## src/rtl/mdio_mgmt_master.sv

```systemverilog
`timescale 1ns/1ps
module mdio_mgmt_master #(
  parameter int DIV = 4,
  parameter int AW  = 8
) (
  input  logic          clk,
  input  logic          rst_n,
  input  logic          wr_en,
  input  logic [AW-1:0] addr,
  input  logic [15:0]   wdata,
  output logic [31:0]   rdata,
  output logic          mdc,
  output logic          mdio_o,
  output logic          mdio_oe,
  input  logic          mdio_i
);
  localparam int CW = $clog2(DIV + 1);
  localparam logic [CW-1:0] CMAX = CW'(DIV - 1);
  localparam logic [AW-1:0] A_CFG = AW'(8'h30);
  localparam logic [AW-1:0] A_CTL = AW'(8'h34);
  localparam logic [AW-1:0] A_DAT = AW'(8'h38);
  localparam logic [AW-1:0] A_ADR = AW'(8'h3c);

  logic          ext, rd_err, busy, is_rd, ta_bad;
  logic [15:0]   ctl_q, data_q, addr_q, rx;
  logic [63:0]   sh;
  logic [5:0]    idx;
  logic [CW-1:0] cnt;

  wire hit_ctl = wr_en && addr == A_CTL;
  wire launch_rd = hit_ctl && wdata[15] && !busy;
  wire launch_wr = wr_en && addr == A_DAT && !busy;
  wire launch_ad = wr_en && addr == A_ADR && ext && !busy;
  wire launch = launch_rd || launch_wr || launch_ad;
  wire tick = busy && cnt == CMAX;
  wire rise = tick && !mdc;
  wire fall = tick && mdc;

  logic [1:0]  op_n;
  logic [9:0]  tgt_n;
  logic [15:0] pay_n;
  always_comb begin
    op_n  = 2'b01;
    tgt_n = ctl_q[9:0];
    pay_n = wdata;
    if (launch_rd) begin
      op_n  = ext ? 2'b11 : 2'b10;
      tgt_n = wdata[9:0];
      pay_n = 16'hFFFF;
    end else if (launch_ad) begin
      op_n = 2'b00;
    end
  end
  wire [63:0] sh_n = {32'hFFFF_FFFF, ext ? 2'b00 : 2'b01, op_n, tgt_n, 2'b10, pay_n};

  always_ff @(posedge clk) begin
    if (!rst_n) begin
      ext <= 1'b0; rd_err <= 1'b0; busy <= 1'b0; is_rd <= 1'b0; ta_bad <= 1'b0;
      ctl_q <= '0; data_q <= '0; addr_q <= '0; rx <= '0;
      sh <= '0; idx <= '0; cnt <= '0; mdc <= 1'b0;
    end else begin
      if (wr_en && addr == A_CFG) ext <= wdata[6];
      if (hit_ctl && (!wdata[15] || !busy)) ctl_q <= wdata;
      if (wr_en && addr == A_ADR && !busy) addr_q <= wdata;
      if (launch) begin
        busy <= 1'b1; sh <= sh_n; idx <= '0; cnt <= '0; mdc <= 1'b0;
        is_rd <= launch_rd; ta_bad <= 1'b0;
        if (launch_wr) data_q <= wdata;
      end else if (busy) begin
        cnt <= tick ? '0 : cnt + 1'b1;
        if (tick) mdc <= ~mdc;
        if (rise && is_rd) begin
          if (idx == 6'd47) ta_bad <= mdio_i;
          if (idx >= 6'd48) rx <= {rx[14:0], mdio_i};
        end
        if (fall) begin
          if (idx == 6'd63) begin
            busy <= 1'b0;
            if (is_rd) begin
              rd_err <= ta_bad;
              data_q <= ta_bad ? 16'hFFFF : rx;
            end
          end else begin
            idx <= idx + 6'd1;
            sh  <= {sh[62:0], 1'b0};
          end
        end
      end
    end
  end

  assign mdio_o  = sh[63];
  assign mdio_oe = busy && !(is_rd && idx >= 6'd46);

  always_comb begin
    case (addr)
      A_CFG:   rdata = {busy, 24'b0, ext, 4'b0, rd_err, 1'b0};
      A_CTL:   rdata = {16'b0, ctl_q};
      A_DAT:   rdata = {16'b0, data_q};
      A_ADR:   rdata = {16'b0, addr_q};
      default: rdata = '0;
    endcase
  end

  AST_IDLE_QUIET: assert property (@(posedge clk) disable iff (!rst_n) !busy |-> !mdc && !mdio_oe);
  AST_EDGE_ALIGN: assert property (@(posedge clk) disable iff (!rst_n) busy && !$stable(mdio_o) |-> !mdc);
  AST_PREAMBLE_START: assert property (@(posedge clk) disable iff (!rst_n) $rose(busy) |-> mdio_oe && mdio_o);
  AST_IGNORE_BUSY: assert property (@(posedge clk) disable iff (!rst_n) busy && !is_rd && wr_en && addr == A_DAT |=> $stable(data_q));
  AST_ERR_AT_END: assert property (@(posedge clk) disable iff (!rst_n) !$stable(rd_err) |-> !busy);
endmodule

```

## config.mk

```make
export PLATFORM = sky130hd
export DESIGN_NAME = mdio_mgmt_master
export DESIGN_NICKNAME = d
export VERILOG_FILES = /design/src/rtl/mdio_mgmt_master.sv
export SDC_FILE = /design/constraint.sdc
export NUM_CORES = 1
export LEC_CHECK = 0
export ABC_AREA = 1
export CORE_MARGIN = 1.5
export CORE_UTILIZATION = 30
export CTS_CLUSTER_DIAMETER = 150
export DETAILED_ROUTE_END_ITERATION = 16
export HOLD_SLACK_MARGIN = 0.1
export SYNTH_ARGS = -nofsm -noshare
export SYNTH_HDL_FRONTEND = slang
export SYNTH_SLANG_ARGS = --single-unit
```

## constraint.sdc

```tcl
create_clock -name clk -period 2.8 [get_ports clk]
set_clock_uncertainty 0.15 [all_clocks]
set_input_delay 0.56 -clock clk [delete_from_list [all_inputs] [get_ports clk]]
set_output_delay 0.56 -clock clk [all_outputs]
set_load 0.02 [all_outputs]
```

==> flow_metrics.py <==
metrics = {
    "sta": {
        "hold_viol_final": 0,
        "finalCriticalPeriod_ns": 2.757,
        "max_slew_margin_pct": 43.50,
        "tightestPinTransition_ns": 0.8454,
        "drv_slew": 0,
        "setup_tns_ns": 0,
        "finalSetupViolCount": 0,
        "fin_crit_sh_pct": 98.48,
        "fmaxAchievable_mhz": 362.7,
        "fin_ws_ns": 0.04263,
    },
    "worst_setup_path": {
        "arrival_ns": 2.05,
        "reg2reg_slack_ns": 0.45,
        "critPathMaxStageDelay_ns": 0.45,
        "crit_path_start_kind": "input pin",
        "critical_path_class": "input pin to output pin",
        "path_buf_inv": 4,
        "crit_cells": 9,
        "cpLargestDelayFamily": "buffers and inverters",
        "reg2regPathDepth": 10,
        "crit_path_frequent_cell": "nand2_1",
        "crit_chain": "clkdlybuf4s50_1 > nand2_1 > inv_2 > nand2_4 > nor3_4 > clkbuf_16 > nand2_1 > o221ai_2 > buf_4",
        "crit_fanout": 8,
        "crit_slowest_cell": "clkdlybuf4s50_1",
        "crit_path_end_kind": "output pin",
        "critPathRequiredTime_ns": 2.09,
    },
    "floorplan": {
        "start_util_pct": 30.73,
        "dieArea_sq_um": 22560,
        "die-width_um": 150.2,
        "ios": 63,
        "row_count": 53,
        "core_sq_um": 21150,
        "die_h_um": 150.2,
    },
    "drt": {
        "vias_per_cell": 4.663,
        "firstDrtPassIters": 5,
        "drt_iter0_drc": 474,
        "vias": 5834,
        "wl_um": 16410,
        "drc": 0,
        "ant_nets": 0,
        "wire_per_inst_um": 13.12,
    },
    "min_path": {
        "worstHoldPathType": "flip-flop to flip-flop",
        "hold-path-cell-count": 2,
    },
    "pwr": {
        "cellPowerDensity_nw_per_um2": 569.9,
        "p_leak_nw": 3.210,
        "ir_drop_mv": 0.4298,
    },
    "synthesis": {
        "yosysSeqAreaShare_pct": 44.04,
        "synth.distinct_cells": 36,
        "syn_area_sq_um": 6500,
        "synthTopCellsByCount": "nand2_1 (216), dfxtp_1 (143), a21oi_1 (139)",
        "async_reset_ff_share_pct": 0,
        "ys.warnings.count": 0,
        "synth_edf_count": 0,
        "syn_inst": 915,
        "synth-main-ff-cell": "dfxtp_1",
        "ys_ff_latch": 143,
        "ys_top_cells_by_area": "dfxtp_1 (44%), nand2_1 (12%), a21oi_1 (11%), inv_1 (5.1%), o21ai_0 (4.2%)",
        "yosysTopAreaCell": "dfxtp_1",
        "synth_most_common_cell": "nand2_1",
        "yosysTopAreaCellShare_pct": 44.04,
        "avgSynthCellArea_sq_um": 7.104,
    },
    "placed_design": {
        "place_inst": 1217,
        "io_buffers": 47,
        "gp_congestion": 0.7975,
        "place_hpwl_um": 11040,
        "dpl_worst_slack_ns": -0.4962,
        "placed_cell_area_sq_um": 7331,
    },
    "grt": {
        "grt.overflow.total": 0,
        "grt_pass1_vias": 5211,
        "grt_pass1_wl_um": 26650,
        "antenna_found_initial": 0,
        "track_usage_pct": 14.86,
        "grt_max_degree": 65,
    },
    "cells_and_area": {
        "filler_cell_count": 2177,
        "stdcell_area_sq_um": 7973,
        "final_nets": 993,
        "multi_input_area_sq_um": 2943,
        "diodes": 0,
        "drive_above_1_share_pct": 12.30,
        "regArea_sq_um": 2863,
        "layout.cells.non_filler": 1251,
        "area_growth_pct": 22.66,
    },
    "clocking": {
        "clock_latency_ns": 0.42,
        "htree_levels": 4,
        "cts_made_buffers": 17,
        "cts_tree": "done",
        "clk_pin_slew_ns": 0.06,
        "hold_buffers": 0,
        "clk_path_buf_depth": 2,
        "cts.sinks": 143,
        "cts_root_buffer": "clkbuf_16",
    },
    "job": {
        "drv_cap": 0,
    },
    "outcome": {
        "status": "finished, final reports clean",
    },
}
[report_power, final]
part | total, mW | switching [mW] | internal, mW | leakage, nW
clock network | 2.34 | 0.879 | 1.46 | 0.298
registers | 2.04 | 0.00203 | 2.04 | 1.15
logic | 0.166 | 0.104 | 0.0617 | 1.76
[state kept, by name, summed over array words and instances (netlist names)]
register,count
sh,64
addr_q,16
ctl_q,16
data_q,16
rx,16
idx,6
cnt,3
busy,1
ext,1
is_rd,1
mdc,1
rd_err,1
ta_bad,1
[layout by cell type (no fill, tap or decap), types with 3 or more instances in the layout]
cell / n
buf_12: 7
nor2_1: 64
a31oi_1: 13
a21oi_1: 139
nor3_1: 5
a22oi_1: 9
o21ai_1: 14
nand2_2: 4
nor2_2: 5
clkinv_4: 4
clkdlybuf4s50_1: 25
nor2_4: 5
conb_1: 15
o221ai_1: 10
dlymetal6s2s_1: 5
clkbuf_16: 18
buf_2: 7
nand2_1: 214
dfxtp_1: 143
bufinv_16: 3
buf_4: 44
o21ai_0: 51
inv_1: 84
nand3_1: 49
inv_2: 8
[path summary, 6_finish.rpt]
| check | startpoint | to |
|---|---|---|
| max | addr[4] | rdata[3] |
| min | ctl_q[11] | ctl_q[11] |
| max reg2reg | idx[1] | sh[3] |
| min reg2reg | ctl_q[11] | ctl_q[11] |
[metrics by stage]
| step | utilization, % | hold slack, ns | power [mW] |
|---|---|---|---|
| 2_1_floorplan | - | 0.2733 | 2.173 |
| 3_3_place_gp | 34.65 | 0.2960 | 2.246 |
| 3_5_place_dp | 34.65 | 0.2891 | 2.245 |
| 4_1_cts | 37.20 | 0.3044 | 4.589 |
| 5_1_grt | 37.69 | 0.3196 | 4.699 |
| 6_report | 37.69 | 0.3043 | 4.544 |
[tightest hold or removal path: cells and delay by family (launching register included)]
kind / cells / cell delay (ns)
flops: 1 / 0.32
compound gates: 1 / 0.05
buf+inv: 1 / 0.05
[layout make-up]
class / count / area share (%)
clock buffer: 21 / 5.775
clock inverter: 11 / 1.946
inverter: 94 / 4.457
multi-input combinational: 617 / 36.91
sequential: 143 / 35.91
tap: 275 / 4.316
timing repair buffer: 90 / 10.69
[repair_timing]
action | 4_1_cts | 5_1_grt
gates cloned | 0 | 1
gates resized for setup | 80 | 32
pin swaps | 0 | 4
endpoints found under the setup margin | 17 | 16
setup buffers | 0 | 1
hold endpoints to repair | 0 | 0
[routing by layer]
| layer | up-vias | global-route usage (%) | routed length (um) |
|---|---|---|---|
| met5 | - | 0 | 0 |
| met4 | 0 | 4.265 | 182 |
| met3 | 12 | 3.333 | 857 |
| met2 | 153 | 21.81 | 6985 |
| met1 | 2613 | 21.58 | 8389 |
| li1 | 3056 | - | - |
[cell families (layout without fill, tap and decap cells)]
group	count (synthesis)	count (layout)	synth area share, %
XOR/XNOR	2	2	0.2695
adder cells (fa/ha/maj)	2	2	0.3849
flip-flops	143	143	44.04
AND/OR/NAND/NOR	357	357	23.16
AO/OA/AOI/OAI	241	241	19.94
buffers and inverters	169	216	12.15
other	1	15	0.05769
(Power assumes the default switching activity.)
